===== src/rtl/async_tx_pkg.sv =====
`timescale 1ns/1ps
package async_tx_pkg;

    // Transmit sequencer states
    typedef enum logic [1:0] {
        ST_IDLE  = 2'd0,   // line high, waiting for work
        ST_CHAR  = 2'd1,   // shifting a character frame
        ST_BREAK = 2'd2,   // sending a frame of zeros
        ST_MARK  = 2'd3    // single stop bit after a break
    } tx_state_e;

endpackage


===== src/rtl/async_tx_baud.sv =====
`timescale 1ns/1ps
module async_tx_baud #(
    parameter int DIV_W = 13,
    parameter int OVS   = 16
) (
    input  logic             clk,
    input  logic             rst_n,
    input  logic             run,
    input  logic [DIV_W-1:0] divisor,
    output logic             bit_end
);

    localparam int OVS_W = $clog2(OVS);
    localparam logic [OVS_W-1:0] PHASE_LAST = OVS_W'(OVS - 1);

    typedef struct packed {
        logic [DIV_W-1:0] cnt;
        logic [OVS_W-1:0] phase;
    } baud_t;

    baud_t q, d;
    logic  enabled;
    logic  wrap;

    always_comb begin
        d       = q;
        enabled = run && (divisor != '0);
        wrap    = enabled && (q.cnt >= (divisor - 1'b1));
        bit_end = wrap && (q.phase == PHASE_LAST);
        if (!run) begin
            d = '0;
        end else if (enabled) begin
            if (wrap) begin
                d.cnt   = '0;
                d.phase = bit_end ? '0 : q.phase + 1'b1;
            end else begin
                d.cnt = q.cnt + 1'b1;
            end
        end
    end

    always_ff @(posedge clk or negedge rst_n) begin
        if (!rst_n) q <= '0;
        else        q <= d;
    end

endmodule


===== src/rtl/async_tx_framer.sv =====
`timescale 1ns/1ps
module async_tx_framer #(
    parameter int DATA_W = 9
) (
    input  logic [DATA_W-1:0]               data,
    input  logic                            wide,
    input  logic                            par_en,
    input  logic                            par_odd,
    output logic [DATA_W+1:0]               frame,
    output logic [$clog2(DATA_W+2)-1:0]     last_idx
);

    localparam int FRAME_W = DATA_W + 2;
    localparam int IDX_W   = $clog2(FRAME_W);

    logic [DATA_W-1:0] below_top;
    logic              parity;

    always_comb begin
        below_top = wide ? {1'b0, {(DATA_W-1){1'b1}}}
                         : {2'b00, {(DATA_W-2){1'b1}}};
        parity    = par_odd ^ (^(data & below_top));
        last_idx  = wide ? IDX_W'(DATA_W + 1) : IDX_W'(DATA_W);
    end

    assign frame[0] = 1'b0;

    for (genvar i = 0; i < DATA_W; i++) begin : g_slot
        localparam logic IN_NARROW  = (i <= DATA_W - 2);
        localparam logic TOP_NARROW = (i == DATA_W - 2);
        localparam logic TOP_WIDE   = (i == DATA_W - 1);
        logic present;
        logic is_top;
        assign present = wide | IN_NARROW;
        assign is_top  = wide ? TOP_WIDE : TOP_NARROW;
        assign frame[i+1] = !present          ? 1'b1   :
                            (par_en && is_top) ? parity : data[i];
    end

    assign frame[FRAME_W-1] = 1'b1;

endmodule


===== src/rtl/async_tx.sv =====
`timescale 1ns/1ps
module async_tx
    import async_tx_pkg::*;
#(
    parameter int DIV_W  = 13,
    parameter int DATA_W = 9,
    parameter int OVS    = 16
) (
    input  logic              clk,
    input  logic              rst_n,
    input  logic [DIV_W-1:0]  divisor,
    input  logic [DATA_W-1:0] tx_data,
    input  logic              tx_load,
    input  logic              wide_mode,
    input  logic              par_en,
    input  logic              par_odd,
    input  logic              brk_req,
    output logic              txd,
    output logic              busy,
    output logic              hold_empty
);

    localparam int FRAME_W = DATA_W + 2;
    localparam int IDX_W   = $clog2(FRAME_W);

    typedef struct packed {
        tx_state_e          st;
        logic [FRAME_W-1:0] sr;
        logic [IDX_W-1:0]   left;
        logic               line;
        logic [DATA_W-1:0]  hold;
        logic               hold_full;
    } tx_t;

    localparam tx_t TX_RST = '{
        st:        ST_IDLE,
        sr:        '1,
        left:      '0,
        line:      1'b1,
        hold:      '0,
        hold_full: 1'b0
    };

    tx_t                q, d;
    logic               run;
    logic               bit_end;
    logic [FRAME_W-1:0] frame;
    logic [IDX_W-1:0]   last_idx;
    logic               boundary;

    assign run = (q.st != ST_IDLE);

    async_tx_baud #(
        .DIV_W (DIV_W),
        .OVS   (OVS)
    ) u_baud (
        .clk     (clk),
        .rst_n   (rst_n),
        .run     (run),
        .divisor (divisor),
        .bit_end (bit_end)
    );

    async_tx_framer #(
        .DATA_W (DATA_W)
    ) u_framer (
        .data     (q.hold),
        .wide     (wide_mode),
        .par_en   (par_en),
        .par_odd  (par_odd),
        .frame    (frame),
        .last_idx (last_idx)
    );

    always_comb begin
        d        = q;
        boundary = 1'b0;

        case (q.st)
            ST_IDLE: begin
                boundary = 1'b1;
            end
            ST_CHAR: begin
                if (bit_end) begin
                    if (q.left != '0) begin
                        d.sr   = q.sr >> 1;
                        d.line = q.sr[1];
                        d.left = q.left - 1'b1;
                    end else begin
                        boundary = 1'b1;
                    end
                end
            end
            ST_BREAK: begin
                if (bit_end) begin
                    if (q.left != '0) begin
                        d.left = q.left - 1'b1;
                    end else if (brk_req) begin
                        d.left = last_idx;
                    end else begin
                        d.st   = ST_MARK;
                        d.line = 1'b1;
                        d.left = '0;
                    end
                end
            end
            ST_MARK: begin
                if (bit_end) boundary = 1'b1;
            end
            default: begin
                d.st = ST_IDLE;
            end
        endcase

        // Decide what follows a finished frame (or idle)
        if (boundary) begin
            if (brk_req) begin
                d.st   = ST_BREAK;
                d.line = 1'b0;
                d.left = last_idx;
            end else if (q.hold_full) begin
                d.st        = ST_CHAR;
                d.sr        = frame;
                d.line      = frame[0];
                d.left      = last_idx;
                d.hold_full = 1'b0;
            end else begin
                d.st   = ST_IDLE;
                d.line = 1'b1;
                d.left = '0;
            end
        end

        // A new write always lands in the holding register
        if (tx_load) begin
            d.hold      = tx_data;
            d.hold_full = 1'b1;
        end
    end

    always_ff @(posedge clk or negedge rst_n) begin
        if (!rst_n) q <= TX_RST;
        else        q <= d;
    end

    assign txd        = q.line;
    assign busy       = (q.st != ST_IDLE);
    assign hold_empty = !q.hold_full;

endmodule


===== config.mk =====
export PLATFORM = sky130hd
export DESIGN_NAME = async_tx
export DESIGN_NICKNAME = d
export VERILOG_FILES = /design/src/rtl/async_tx_pkg.sv /design/src/rtl/async_tx_baud.sv /design/src/rtl/async_tx_framer.sv /design/src/rtl/async_tx.sv
export SDC_FILE = /design/constraint.sdc
export NUM_CORES = 1
export LEC_CHECK = 0
export BUFFER_PORTS_ARGS = -buffer_cell sky130_fd_sc_hd__buf_2
export CAP_MARGIN = 20
export CORE_ASPECT_RATIO = 0.75
export CORE_MARGIN = 2
export CORE_UTILIZATION = 50
export CTS_CLUSTER_SIZE = 40
export DETAILED_ROUTE_END_ITERATION = 7
export GPL_ROUTABILITY_DRIVEN = 0
export HOLD_SLACK_MARGIN = 0.03
export PLACE_DENSITY = 0.79
export SYNTH_ARGS = -nofsm -noshare
export SYNTH_HDL_FRONTEND = slang
export SYNTH_SLANG_ARGS = --single-unit

===== constraint.sdc =====
create_clock -name clk -period 3.07 [get_ports clk]
set_input_delay 0.1535 -clock clk [delete_from_list [all_inputs] [get_ports clk]]
set_output_delay 0.1535 -clock clk [all_outputs]
set_load 0.01 [all_outputs]

# Word level (Yosys, flattened, before mapping)
# Index checks and enable logic that the tools add are counted.
[word_totals]
output_inout_bits = 3
register_bits = 45
input_bits = 29
wordCells = 88
[op_classes]
magnitude_cmp = 1
reduce_logical = 20
n_eq_ne = 14
n_bitwise = 2
n_mux = 39
n_addsub = 4
[op_table]
columns = ["op", "n"]
rows = [
  ["17-bit 2-to-1 mux", 2],
  ["11-bit 2-to-1 mux", 3],
  ["16-bit 2-to-1 mux", 2],
  ["18-bit 2-to-1 mux", 1],
  ["4-bit 2-to-1 mux", 4],
  ["5-bit 2-to-1 mux", 3],
  ["3-bit inequality test (second input constant)", 5],
  ["1-bit 2-to-1 mux", 14],
  ["13-bit by 1-bit adder with 13-bit output (second input constant)", 1],
  ["13-bit greater-or-equal comparator", 1],
  ["13-bit 2-to-1 mux", 1],
  ["13-bit nonzero test", 1],
  ["13-bit by 1-bit subtractor with 13-bit output (second input constant)", 1],
  ["2-bit 2-to-1 mux", 6],
  ["5-bit one-hot mux with 2 select lines", 1],
  ["9-bit by 8-bit AND with 9-bit output", 1],
  ["9-bit parity", 1],
  ["8-bit 2-to-1 mux", 1],
  ["2-bit inequality test (second input constant)", 4],
  ["4-bit AND reduction", 2],
  ["2-bit nonzero test", 4],
  ["6-bit AND reduction", 1],
  ["1-bit logical AND", 5],
  ["4-bit by 1-bit adder with 4-bit output (second input constant)", 1],
  ["other kinds (12)", 14],
]

# Depth between registers and ports, before layout
# Gate-level depths: netlist of the first run.
[depth]
word_depth = 9
depth_mapped = 14

# Hierarchy
# Synthesis of the first run repeated with hierarchy kept, for this count alone.
[unflattened]
hier_cells = 325
area_unflattened_um2 = 3209.3
[by_module_without_submodules]
columns = ["module", "n_inst", "cells_each", "seq_area_each_um2", "area_each_um2"]
rows = [
  ["async_tx_baud", 1, 177, 425.4, 1567.8],
  ["async_tx", 1, 119, 689.4, 1412.6],
  ["async_tx_framer", 1, 29, 0.0, 229.0],
]

# Worst setup path before layout of the first run
# OpenSTA, ideal clock, no wires.
[synth_path]
path_kind = "input-to-reg"
start = "input divisor[2]"
end = "register q[16] (netlist name)"
required_ps = 2988
stages = 13
arrival_ps = 2758
path_slack_ps = 229
path_cell_list = "nor4_4 > nand2_1 > or3_1 > xor2_1 > ha_1 > nand4_1 > nor4_1 > nor3_1 > and3_4 > buf_6 > o21ai_4 > nand3_4 > mux2_2"
[synth_lines]
columns = ["element", "line", "text"]
rows = [
  ["start: declaration", "async_tx.sv:11", "input logic [DIV_W-1:0] divisor,"],
  ["end signal: assignment", "async_tx.sv:142", "if (!rst_n) q <= TX_RST;"],
  ["end signal: assignment", "async_tx.sv:143", "else q <= d;"],
  ["end: declaration", "async_tx.sv:44", "tx_t q, d;"],
]

==> results of run 1 <==
-- what timing repair did --
item                      in CTS  in global routing
buffers inserted               0                  0
hold buffers                   0                  1
hold endpoints to repair       0                 11
gates resized for setup        0                  0
-- per-stage QoR --
stage	util, %	instances
global route	61.8	428
floorplan	-	299
CTS	61.2	426
global placement	59.7	418
detailed placement	59.7	418
finish	61.8	428
-- cells by family after synthesis --
family / after synthesis
simple gates: 105
fa+ha+maj: 19
mux: 26
compound gates: 57
xor+xnor: 29
buf+inv: 19
flops: 44
-- worst paths after layout --
check / startpoint / to / slack (ns)
worst max register to register: u_baud.q[14] / q[19] / 0.64
min in group asynchronous: rst_n / u_baud.q[16] / 0.27
worst min-delay path: tx_data[8] / q[9] / 0.08
max in group asynchronous: rst_n / q[24] / 2.27
worst max-delay path: divisor[2] / q[19] / 0.32
worst min register to register: q[25] / q[25] / 0.46
-- cells in the final DEF, fill, tap and decap left out, types with 2 or more instances in the layout --
cell type	n
nor2b_1	3
nand4_2	2
nand4_1	5
mux2_2	24
dfstp_2	11
mux2i_1	2
xnor2_1	18
inv_1	12
o211ai_1	2
dfrtp_1	33
o21ai_0	19
nor3_1	5
a21oi_1	18
and2_1	2
nor2_1	29
or3_1	3
xor2_1	11
ha_1	19
o31ai_1	3
clkbuf_8	5
nand2b_1	4
buf_2	31
or4_1	2
nand3_1	12
buf_4	20
nand2_1	23
a31oi_1	3
nand3b_1	3
o32ai_1	2
nor4_1	3
-- registers in the layout, indices dropped and copies added, names as in the netlist --
name	count
q	26
u_baud.q	17
txd	1
-- area by class of cell --
class / instances / share of cell area (%)
inverter: 12 / 1.33
tap: 75 / 2.78
multi-input combinational: 236 / 50.4
sequential: 44 / 33.0
timing repair buffer: 53 / 9.93
clock buffer: 6 / 2.15
clock inverter: 2 / 0.370
-- where the power goes --
part | total, mW | internal (mW) | leakage [nW] | switching (mW)
logic | 0.395 | 0.201 | 0.937 | 0.194
clock network | 0.358 | 0.159 | 0.0412 | 0.199
registers | 0.745 | 0.659 | 0.513 | 0.0859
total | 1.50 | 1.02 | 1.49 | 0.479
-- metal layers --
| metal | GRT usage [%] | vias up |
|---|---|---|
| li1 | - | 1181 |
| met1 | 29.2 | 1123 |
| met2 | 29.2 | 61 |
| met3 | 4.31 | 6 |
| met4 | 3.32 | 0 |
| met5 | 0 | - |
-- worst max-delay path, stage by stage --
cell,delay [ns]
buf_2,0.12
nor4_4,0.30
nand2_1,0.15
or3_1,0.33
xor2_1,0.16
ha_1,0.28
buf_4,0.14
a21oi_1,0.13
o21ai_0,0.10
nand2b_1,0.11
nand3_1,0.10
nand3b_1,0.10
buf_4,0.17
mux2_2,0.35
mux2_2,0.26
==> impl_metrics.prom, run 1 <==
# TYPE chip_impl_metric gauge
chip_impl_info{name="synth_most_common_cell",value="dfrtp_1"} 1
chip_impl_metric{name="layout.area.seq",unit="sq mm"} 0.00111
chip_impl_metric{name="coreArea",unit="sq mm"} 0.00547
chip_impl_metric{name="cts_inserted_buffers",unit=""} 5
chip_impl_metric{name="worst_setup_hold_path_clk_slew",unit="ns"} 0.08
chip_impl_metric{name="yosys-mux-area-fraction",unit="%"} 10.0
chip_impl_metric{name="floorplan.die_area",unit="sq mm"} 0.00644
chip_impl_metric{name="worst_skew_late_latency",unit="ns"} 0.29
chip_impl_metric{name="worst_slew_margin_rel",unit="%"} 65.2
chip_impl_metric{name="maxSlewViolCount",unit=""} 0
chip_impl_metric{name="numPortBuffers",unit=""} 31
chip_impl_metric{name="seq_area_frac_synth",unit="%"} 38.4
chip_impl_metric{name="initial_utilization",unit="%"} 53.1
chip_impl_metric{name="viasPerCell",unit=""} 5.54
chip_impl_metric{name="finalSetupViolations",unit=""} 0
chip_impl_metric{name="postRouteWirelength",unit="mm"} 5.90
chip_impl_info{name="clock-root-buffer",value="clkbuf_8"} 1
chip_impl_metric{name="placement.cell_area",unit="sq mm"} 0.00326
chip_impl_metric{name="yosysUniqueCellTypes",unit=""} 50
chip_impl_info{name="ys.flop_type",value="dfrtp_1"} 1
chip_impl_metric{name="design_power_total",unit="mW"} 1.50
chip_impl_metric{name="synth_net_count",unit=""} 347
chip_impl_metric{name="numClockSinks",unit=""} 44
chip_impl_metric{name="number_of_enable_flip_flop_cells_after_synthesis",unit=""} 0
chip_impl_metric{name="hold_path_depth",unit=""} 3
chip_impl_metric{name="fin_skew",unit="ns"} 0.00320
chip_impl_metric{name="leakage",unit="nW"} 1.49
chip_impl_metric{name="ir_worst_vdd",unit="uV"} 365
chip_impl_metric{name="design_area",unit="sq mm"} 0.00338
chip_impl_metric{name="hold_violations",unit=""} 0
chip_impl_info{name="post_synth_most_frequent_cells",value="dfrtp_1, nor2_1, mux2_2"} 1
chip_impl_info{name="holdCritPathClass",value="input port to flop"} 1
chip_impl_metric{name="io_pins",unit=""} 32
chip_impl_metric{name="multi_input_area",unit="sq mm"} 0.00170
chip_impl_metric{name="cts.htree.levels",unit=""} 2
chip_impl_info{name="top_layer_used",value="met4"} 1
chip_impl_metric{name="simple_logic_cell_fraction_of_the_synthesized_area",unit="%"} 19.5
chip_impl_metric{name="routed-via-count",unit=""} 2371
chip_impl_metric{name="grt_overflow_total",unit=""} 0
chip_impl_metric{name="max_cap_viol_count",unit=""} 0
chip_impl_info{name="critPathKind",value="input port to flop"} 1
chip_impl_metric{name="detailroute.wirelength.met3",unit="um"} 285
chip_impl_metric{name="hold-worst-slack",unit="ns"} 0.0758
chip_impl_metric{name="number_of_global_route_vias_before_repair",unit=""} 2248
chip_impl_info{name="cts_tree",value="built"} 1
chip_impl_metric{name="detail_route.first_pass.iterations",unit=""} 5
chip_impl_metric{name="place_ws",unit="ns"} 0.0326
chip_impl_metric{name="synth_adder_area_share",unit="%"} 8.19
chip_impl_metric{name="worst_ep_required_time",unit="ns"} 3.30
chip_impl_metric{name="synth.cell_area",unit="sq mm"} 0.00290
chip_impl_metric{name="grt.total_usage",unit="%"} 19.5
chip_impl_metric{name="synthArstFlopShare",unit="%"} 100
chip_impl_metric{name="filler_cell_count",unit=""} 458
chip_impl_metric{name="synth_top_area_share",unit="%"} 28.4
chip_impl_metric{name="netlist_instances",unit=""} 299
chip_impl_info{name="end_kind",value="flop"} 1
chip_impl_info{name="dominant_combinational_cell_family_by_area_after_synthesis",value="simple AND/OR/NAND/NOR gates"} 1
chip_impl_metric{name="route.detailed.drc",unit=""} 0
chip_impl_metric{name="synth_seq_cells",unit=""} 44
chip_impl_metric{name="post-route-min-period",unit="ns"} 2.75
chip_impl_info{name="start_kind",value="input port"} 1
chip_impl_metric{name="antenna_found_initial",unit=""} 0
chip_impl_metric{name="crit_fanout",unit=""} 9
chip_impl_metric{name="reg2regPathDepth",unit=""} 9
chip_impl_metric{name="synthesized_area_divided_by_synthesized_cell_count",unit="sq um"} 9.71
chip_impl_metric{name="max_freq",unit="GHz"} 0.363
chip_impl_metric{name="grt_max_degree",unit=""} 45
chip_impl_info{name="ys_top_cells_by_area",value="dfrtp_1, dfstp_2, mux2_2"} 1
chip_impl_metric{name="die_y",unit="um"} 70.0
chip_impl_metric{name="synth-warning-count",unit=""} 0
chip_impl_metric{name="antenna_cells",unit=""} 0
chip_impl_metric{name="cts_buffer_depth",unit=""} 2
chip_impl_metric{name="die-width",unit="um"} 92.0
chip_impl_metric{name="finish.net_count",unit=""} 400
chip_impl_info{name="unrepaired_setup_endpoints_after_global_routing",value="false"} 1
chip_impl_metric{name="wl_met2",unit="mm"} 2.64
chip_impl_metric{name="tightestPinTransition",unit="ns"} 0.516
chip_impl_metric{name="post_synth_xor_area_fraction",unit="%"} 8.75
chip_impl_metric{name="rows",unit=""} 23
chip_impl_metric{name="p_per_area",unit="mW/mm^2"} 443
chip_impl_metric{name="final.period_utilization",unit="%"} 89.7
chip_impl_metric{name="layout-drive-gt1-share",unit="%"} 29.5
chip_impl_metric{name="drt_iter0_markers",unit=""} 146
chip_impl_metric{name="area_growth_syn_to_layout",unit="%"} 16.4
chip_impl_metric{name="setup_tns",unit="ns"} 0
chip_impl_metric{name="synth_compound_gate_area_share",unit="%"} 12.2
chip_impl_info{name="status",value="finished clean"} 1
chip_impl_info{name="post-synth-top-area-cell",value="dfrtp_1"} 1
chip_impl_metric{name="grt_pass1_wl",unit="mm"} 10.3
chip_impl_metric{name="wl_met1",unit="mm"} 2.93
chip_impl_metric{name="worst_ep_arrival_time",unit="ns"} 2.98
chip_impl_metric{name="post-dp-hpwl",unit="mm"} 4.53
chip_impl_metric{name="ant_nets",unit=""} 0
chip_impl_metric{name="drt-wirelength-per-cell",unit="um"} 13.8
chip_impl_metric{name="layout_setup_ws",unit="ns"} 0.317
(Power assumes the default switching activity.)
==> inputs of run 2 (changes only) <==
- CORE_MARGIN: 2 -> default
- PLACE_DENSITY: 0.79 -> 0.78
- SYNTH_HIERARCHICAL: default -> 1
==> run 2 against run 1 <==
Via count up 6.9%. Global-route usage up 2.0 points. Largest cell class unchanged. Critical path depth up 2. Area after synthesis up 11%. Clock skew up 0.0052 ns. Routed wire length up 10%. Sequential power up 5.0%. Largest power group unchanged. Power up 18%. Clock power up 23%. Non-clock buffer count up 9. Critical endpoint is now q[22]. Sequential cell count unchanged. Critical path type unchanged.
==> impl_metrics.prom, run 2 <==
# TYPE chip_impl_metric gauge
chip_impl_info{name="status",value="finished clean"} 1
chip_impl_info{name="synth_most_common_cell",value="dfrtp_1"} 1
chip_impl_metric{name="place_ws",unit="ns"} -0.402
chip_impl_info{name="top_register",value="q"} 1
chip_impl_metric{name="worst_ep_arrival_time",unit="ns"} 3.25
chip_impl_metric{name="largest_register_ff_count",unit=""} 26
chip_impl_metric{name="finish.net_count",unit=""} 424
chip_impl_metric{name="ir_worst_vdd",unit="uV"} 270
chip_impl_metric{name="switching_power",unit="mW"} 0.573
chip_impl_metric{name="worst_skew_late_latency",unit="ns"} 0.30
chip_impl_metric{name="layout.area.seq",unit="sq mm"} 0.00111
chip_impl_metric{name="filler_cell_count",unit=""} 489
chip_impl_metric{name="route.detailed.drc",unit=""} 0
chip_impl_metric{name="max_cap_viol_count",unit=""} 0
chip_impl_metric{name="synthesized_area_divided_by_synthesized_cell_count",unit="sq um"} 9.87
chip_impl_metric{name="viasPerCell",unit=""} 5.56
chip_impl_info{name="clock-root-buffer",value="clkbuf_8"} 1
chip_impl_info{name="post-synth-top-area-cell",value="dfrtp_1"} 1
chip_impl_metric{name="numClockSinks",unit=""} 44
chip_impl_metric{name="cts.htree.levels",unit=""} 2
chip_impl_metric{name="yosysUniqueCellTypes",unit=""} 69
chip_impl_metric{name="finalSetupViolations",unit=""} 0
chip_impl_info{name="unrepaired_setup_endpoints_after_global_routing",value="true"} 1
chip_impl_metric{name="post-dp-hpwl",unit="mm"} 4.96
chip_impl_metric{name="synth-warning-count",unit=""} 6
chip_impl_metric{name="floorplan.die_area",unit="sq mm"} 0.00675
chip_impl_metric{name="number_of_enable_flip_flop_cells_after_synthesis",unit=""} 0
chip_impl_info{name="cpLargestDelayFamily",value="simple AND/OR/NAND/NOR gates"} 1
chip_impl_metric{name="multi_input_area",unit="sq mm"} 0.00197
chip_impl_metric{name="fin_skew",unit="ns"} 0.00842
chip_impl_metric{name="layout_setup_ws",unit="ns"} 0.0414
chip_impl_info{name="holdCritPathClass",value="input port to flop"} 1
chip_impl_metric{name="synthArstFlopShare",unit="%"} 100
chip_impl_metric{name="ant_nets",unit=""} 0
chip_impl_metric{name="leakage",unit="nW"} 1.67
chip_impl_info{name="post_synth_most_frequent_cells",value="dfrtp_1, nand2_1, mux2_2"} 1
chip_impl_info{name="cts_tree",value="built"} 1
chip_impl_metric{name="switching_share",unit="%"} 32.5
chip_impl_metric{name="worst_slew_margin_rel",unit="%"} 61.6
chip_impl_metric{name="synth_top_area_share",unit="%"} 25.7
chip_impl_metric{name="design_power_total",unit="mW"} 1.76
chip_impl_metric{name="final.period_utilization",unit="%"} 98.7
chip_impl_metric{name="drt-wirelength-per-cell",unit="um"} 14.3
chip_impl_metric{name="cts_buffer_depth",unit=""} 2
chip_impl_info{name="start_kind",value="input port"} 1
chip_impl_metric{name="post-route-min-period",unit="ns"} 3.03
chip_impl_metric{name="io_pins",unit=""} 32
chip_impl_metric{name="area_growth_syn_to_layout",unit="%"} 17.5
chip_impl_metric{name="critical_path_buf_inv_count",unit=""} 2
chip_impl_info{name="ys.flop_type",value="dfrtp_1"} 1
chip_impl_metric{name="worst_ep_required_time",unit="ns"} 3.29
chip_impl_metric{name="detail_route.first_pass.iterations",unit=""} 4
chip_impl_info{name="critPathKind",value="input port to flop"} 1
chip_impl_metric{name="crit_fanout",unit=""} 10
chip_impl_metric{name="internal_power",unit="mW"} 1.19
chip_impl_metric{name="p_per_area",unit="mW/mm^2"} 468
chip_impl_info{name="layout_common_cells",value="dfrtp_1, buf_2, nand2_1"} 1
chip_impl_metric{name="placement.cell_area",unit="sq mm"} 0.00359
chip_impl_metric{name="numPortBuffers",unit=""} 31
chip_impl_metric{name="postRouteWirelength",unit="mm"} 6.52
chip_impl_metric{name="coreArea",unit="sq mm"} 0.00601
chip_impl_info{name="cell_breakdown_of_the_critical_path",value="buf_2 -> nor4_4 -> or2b_1 -> nor2_1 -> nand2_1 -> nor3_2 -> xnor2_1 -> ha_1 -> a21oi_2 -> o21a_1 -> a32o_2 -> nor3_4 -> nand2_2 -> nor3_4 -> buf_12 -> mux2_2 -> mux2_2"} 1
chip_impl_metric{name="hold_violations",unit=""} 0
chip_impl_metric{name="antenna_cells",unit=""} 0
chip_impl_metric{name="max_freq",unit="GHz"} 0.330
chip_impl_metric{name="grt_overflow_total",unit=""} 0
chip_impl_metric{name="synth_seq_cells",unit=""} 44
chip_impl_metric{name="cts_inserted_buffers",unit=""} 5
chip_impl_info{name="timing.critical_path.slowest_stage_cell",value="mux2_2"} 1
chip_impl_metric{name="tightestPinTransition",unit="ns"} 0.574
chip_impl_metric{name="grt_pass1_wl",unit="mm"} 11.4
chip_impl_metric{name="rows",unit=""} 24
chip_impl_info{name="ys_top_cells_by_area",value="dfrtp_1, mux2_2, dfstp_2"} 1
chip_impl_metric{name="synth.cell_area",unit="sq mm"} 0.00321
chip_impl_metric{name="netlist_instances",unit=""} 325
chip_impl_metric{name="seqPwrFrac",unit="%"} 44.3
chip_impl_metric{name="maxSlewViolCount",unit=""} 0
chip_impl_info{name="mostFrequentLayoutCell",value="dfrtp_1"} 1
chip_impl_metric{name="grt.total_usage",unit="%"} 21.5
chip_impl_metric{name="number_of_global_route_vias_before_repair",unit=""} 2503
chip_impl_metric{name="critical_path.max_stage_delay",unit="ns"} 0.33
chip_impl_metric{name="hold-worst-slack",unit="ns"} 0.0834
chip_impl_metric{name="seq_area_frac_synth",unit="%"} 34.7
chip_impl_metric{name="die-width",unit="um"} 94.5
chip_impl_metric{name="routed-via-count",unit=""} 2534
chip_impl_metric{name="design_area",unit="sq mm"} 0.00377
chip_impl_metric{name="layout-drive-gt1-share",unit="%"} 38.1
chip_impl_metric{name="die_y",unit="um"} 71.4
chip_impl_metric{name="grt_max_degree",unit=""} 45
chip_impl_metric{name="worst_setup_hold_path_clk_slew",unit="ns"} 0.08
chip_impl_metric{name="initial_utilization",unit="%"} 53.4
chip_impl_info{name="end_kind",value="flop"} 1
chip_impl_metric{name="drt_iter0_markers",unit=""} 121
chip_impl_metric{name="antenna_found_initial",unit=""} 0
chip_impl_metric{name="share_clk_of_total_power",unit="%"} 24.9
chip_impl_metric{name="p_comb_share",unit="%"} 30.8
chip_impl_metric{name="final_core_utilization",unit="%"} 62.8
-- run 2: worst register-to-register path: cells and delay by family (launching register included) --
kind,cells,cell delay (ns)
buffers and inverters,1,0.16
multiplexers,2,0.60
AND/OR/NAND/NOR,3,0.51
flip-flops,1,0.44
AO/OA/AOI/OAI,3,0.51
adder cells (fa/ha/maj),1,0.33
-- run 2: cell type report --
| class | instances | share of cell area (%) |
|---|---|---|
| multi-input cells | 249 | 52.1 |
| flip-flops and latches | 44 | 29.6 |
| repair buffers | 62 | 11.4 |
| well taps | 78 | 2.59 |
| clock buffers | 6 | 1.92 |
| inverters | 15 | 1.49 |
| clock inverters | 2 | 0.929 |
-- run 2: what timing repair did --
item | CTS | global route
setup endpoints to repair | 9 | 16
pin swaps | 2 | 2
hold buffers | 0 | 1
hold endpoints to repair | 0 | 9
setup buffers | 1 | 0
gates resized for setup | 1 | 6
-- run 2: path summary, 6_finish.rpt --
path	start	end	slack [ns]	depth (start not counted)
max	divisor[5]	q[22]	0.04	17
min	tx_data[2]	q[3]	0.08	2
max reg2reg	u_baud/q[7]	q[22]	0.44	10
min reg2reg	q[9]	q[9]	0.53	1
max in group asynchronous	rst_n	q[22]	2.29	3
min in group asynchronous	rst_n	q[26]	0.25	2
-- run 2: stage by stage --
step,std cells,TNS (ns)
floorplan,327,-2.64
global placement,445,-3.33
detailed placement,445,-4.86
CTS,454,0
global route,456,-1.38
finish,456,0
-- run 2: power by group through the flow --
stage          sequential, mW  clock [mW]  combinational [mW]
2_1_floorplan           0.759           0               0.406
3_3_place_gp            0.785           0               0.504
3_5_place_dp            0.793           0               0.528
4_1_cts                 0.782       0.451               0.537
5_1_grt                 0.797       0.474               0.614
6_report                0.782       0.440               0.543
-- run 2: cells by family after synthesis --
family	Yosys count	synth area share, %
simple gates	109	20.4
compound gates	68	15.0
flops	44	34.7
buf+inv	34	6.12
mux	31	10.8
xor+xnor	19	5.65
fa+ha+maj	18	7.02
other cells	2	0.234
-- run 2: metal layers --
layer	global-route usage (%)	share of wire, %	vias up
li1	-	-	1282
met1	30.7	51	1206
met2	32.9	45	39
met3	4.88	3.1	7
met4	5.72	0.78	0
met5	0	0	-
==> inputs of run 3 (changes only) <==
- CORE_UTILIZATION: 50 -> 60
- PLACE_DENSITY: 0.78 -> 0.9
==> run 3 against run 2 <==
Sequential power barely moved. Clock power fell by 18%. Maximum frequency rose by 0.30%. Clock skew fell by 0.0014 ns. Power fell by 2.9%. Hold slack got worse by 0.080 ns. Design area fell by 1.9%. Non-clock buffer count fell by 3. Sequential share of layout area rose by 0.58 points. Count of clock-buffer cells in the layout did not move. Critical path depth fell by 1. Largest cell class unchanged.
==> impl_metrics.prom, run 3 (same netlist as run 2, synthesis figures left out) <==
# TYPE chip_impl_metric gauge
chip_impl_info{name="status",value="finished clean"} 1
chip_impl_metric{name="coreArea",unit="sq mm"} 0.00501
chip_impl_metric{name="drt-wirelength-per-cell",unit="um"} 15.8
chip_impl_metric{name="ir_worst_vdd",unit="uV"} 297
chip_impl_metric{name="cts.htree.levels",unit=""} 2
chip_impl_info{name="layout_common_cells",value="dfrtp_1, buf_2, nand2_1"} 1
chip_impl_info{name="unrepaired_setup_endpoints_after_global_routing",value="true"} 1
chip_impl_metric{name="detail_route.first_pass.iterations",unit=""} 5
chip_impl_metric{name="numClockSinks",unit=""} 44
chip_impl_metric{name="number_of_global_route_vias_before_repair",unit=""} 2573
chip_impl_info{name="worstSetupStartpoint",value="divisor[5]"} 1
chip_impl_metric{name="leakage",unit="nW"} 1.64
chip_impl_metric{name="tightestPinTransition",unit="ns"} 0.970
chip_impl_metric{name="die-width",unit="um"} 86.5
chip_impl_metric{name="floorplan.die_area",unit="sq mm"} 0.00565
chip_impl_info{name="r2r_start",value="u_baud/q[12]"} 1
chip_impl_metric{name="p_per_area",unit="mW/mm^2"} 463
chip_impl_metric{name="numPortBuffers",unit=""} 31
chip_impl_metric{name="grt_overflow_total",unit=""} 0
chip_impl_metric{name="place_ws",unit="ns"} -0.402
chip_impl_info{name="reg2reg_to",value="q[23]"} 1
chip_impl_metric{name="max_cap_viol_count",unit=""} 0
chip_impl_metric{name="viasPerCell",unit=""} 6.04
chip_impl_metric{name="max_freq",unit="GHz"} 0.331
chip_impl_metric{name="io_pins",unit=""} 32
chip_impl_metric{name="cts_buffer_depth",unit=""} 2
chip_impl_metric{name="worst_slew_margin_rel",unit="%"} 35.3
chip_impl_metric{name="largest_register_ff_count",unit=""} 26
chip_impl_metric{name="area_growth_syn_to_layout",unit="%"} 15.2
chip_impl_metric{name="worst_skew_late_latency",unit="ns"} 0.30
chip_impl_metric{name="placed_cells",unit=""} 438
chip_impl_metric{name="worst_ep_required_time",unit="ns"} 3.30
chip_impl_metric{name="design_power_total",unit="mW"} 1.71
chip_impl_info{name="mostFrequentLayoutCell",value="dfrtp_1"} 1
chip_impl_info{name="cts_tree",value="built"} 1
chip_impl_info{name="timing.critical_path.slowest_stage_cell",value="mux2_2"} 1
chip_impl_metric{name="critical_path_buf_inv_count",unit=""} 2
chip_impl_metric{name="rows",unit=""} 22
chip_impl_metric{name="worst_ep_arrival_time",unit="ns"} 3.25
chip_impl_info{name="start_kind",value="input port"} 1
chip_impl_metric{name="reg2regPathDepth",unit=""} 10
chip_impl_metric{name="grt.total_usage",unit="%"} 27.2
chip_impl_metric{name="critical_path.max_stage_delay",unit="ns"} 0.33
chip_impl_metric{name="crit_fanout",unit=""} 10
chip_impl_info{name="cell_breakdown_of_the_critical_path",value="buf_2 -> nor4_4 -> or2b_1 -> nor2_1 -> nand2_1 -> xor2_1 -> ha_1 -> nand2_1 -> o21ai_0 -> a211oi_2 -> nor3_4 -> nand2_2 -> nor3_4 -> buf_12 -> mux2_2 -> mux2_2"} 1
chip_impl_metric{name="post-dp-hpwl",unit="mm"} 5.05
chip_impl_metric{name="finish.net_count",unit=""} 421
chip_impl_metric{name="final.period_utilization",unit="%"} 98.4
chip_impl_metric{name="worst_setup_hold_path_clk_slew",unit="ns"} 0.08
chip_impl_info{name="clock-root-buffer",value="clkbuf_8"} 1
chip_impl_metric{name="routed-via-count",unit=""} 2699
chip_impl_metric{name="fin_skew",unit="ns"} 0.00704
chip_impl_metric{name="postRouteWirelength",unit="mm"} 7.05
chip_impl_metric{name="grt_max_degree",unit=""} 45
chip_impl_metric{name="ant_nets",unit=""} 0
chip_impl_metric{name="setup.reg_to_reg.worst_slack",unit="ns"} 0.37
chip_impl_metric{name="post-route-min-period",unit="ns"} 3.02
chip_impl_info{name="end_kind",value="flop"} 1
chip_impl_info{name="top_register",value="q"} 1
chip_impl_metric{name="hold_violations",unit=""} 0
chip_impl_metric{name="antenna_cells",unit=""} 0
chip_impl_metric{name="cts_inserted_buffers",unit=""} 5
chip_impl_metric{name="drt_iter0_markers",unit=""} 169
chip_impl_metric{name="route.detailed.drc",unit=""} 0
chip_impl_metric{name="layout.cells.non_filler",unit=""} 447
chip_impl_metric{name="layout_setup_ws",unit="ns"} 0.0504
chip_impl_metric{name="hold-worst-slack",unit="ns"} 0.00353
chip_impl_metric{name="maxSlewViolCount",unit=""} 0
chip_impl_metric{name="layout-drive-gt1-share",unit="%"} 37.6
chip_impl_metric{name="finalSetupViolations",unit=""} 0
chip_impl_metric{name="die_y",unit="um"} 65.3
chip_impl_metric{name="initial_utilization",unit="%"} 64.1
chip_impl_info{name="holdCritPathClass",value="input port to async pin"} 1
chip_impl_info{name="critPathKind",value="input port to flop"} 1
chip_impl_metric{name="grt_pass1_wl",unit="mm"} 12.0
chip_impl_metric{name="antenna_found_initial",unit=""} 0
chip_impl_info{name="cpLargestDelayFamily",value="simple AND/OR/NAND/NOR gates"} 1
## run 3: through the flow
step	cell area (sq um)	TNS (ns)	util, %
4_1_cts	3690	0	73.6
3_3_place_gp	3570	-2.89	71.3
2_1_floorplan	3250	-2.64	-
5_1_grt	3700	-1.70	73.8
3_5_place_dp	3570	-5.13	71.3
6_report	3700	0	73.8
## run 3: worst register-to-register path, cell delays in order (launching register included)
cell,delay [ns]
dfrtp_1,0.48
ha_1,0.35
nand2_1,0.08
o21ai_0,0.32
a211oi_2,0.13
nor3_4,0.24
nand2_2,0.11
nor3_4,0.17
buf_12,0.16
mux2_2,0.33
mux2_2,0.26
## run 3: power by group
part	switching (mW)	leakage, nW	internal [mW]
clock network	0.202	0.0412	0.159
logic	0.280	1.08	0.287
registers	0.116	0.516	0.668
total	0.598	1.64	1.11
## run 3: how the worst max path moves through the flow
| stage | end | slack, ns | cells after the start |
|---|---|---|---|
| 2_1_floorplan | q[16] | -0.29 | 15 |
| 3_3_place_gp | q[18] | -0.25 | 15 |
| 3_5_place_dp | q[21] | -0.40 | 15 |
| 4_1_cts | q[21] | 0.05 | 17 |
| 5_1_grt | q[20] | -0.17 | 17 |
| 6_report | q[23] | 0.05 | 16 |
## run 3: area by class of cell
cell class / instances / area (sq um)
Multi-Input combinational cell: 249 / 1960
Sequential cell: 44 / 1110
Inverter: 15 / 56.3
Timing Repair Buffer: 59 / 390
Clock buffer: 6 / 72.6
Fill cell: 339 / 1310
Clock inverter: 2 / 12.5
Tap cell: 72 / 90.1
## run 3: what timing repair did
item | CTS | global route
gates resized for setup | 2 | 3
hold buffers | 0 | 0
setup buffers | 1 | 0
pin swaps | 2 | 1
setup endpoints to repair | 9 | 14
## run 3: per-layer routing
metal / vias up / wire length [um] / share of wire [%] / global-route usage [%]
li1: 1262 / - / - / -
met1: 1313 / 3140 / 45 / 37.6
met2: 109 / 3320 / 47 / 42.6
met3: 15 / 471 / 6.7 / 6.16
met4: 0 / 109 / 1.5 / 8.33
met5: - / 0 / 0 / 0
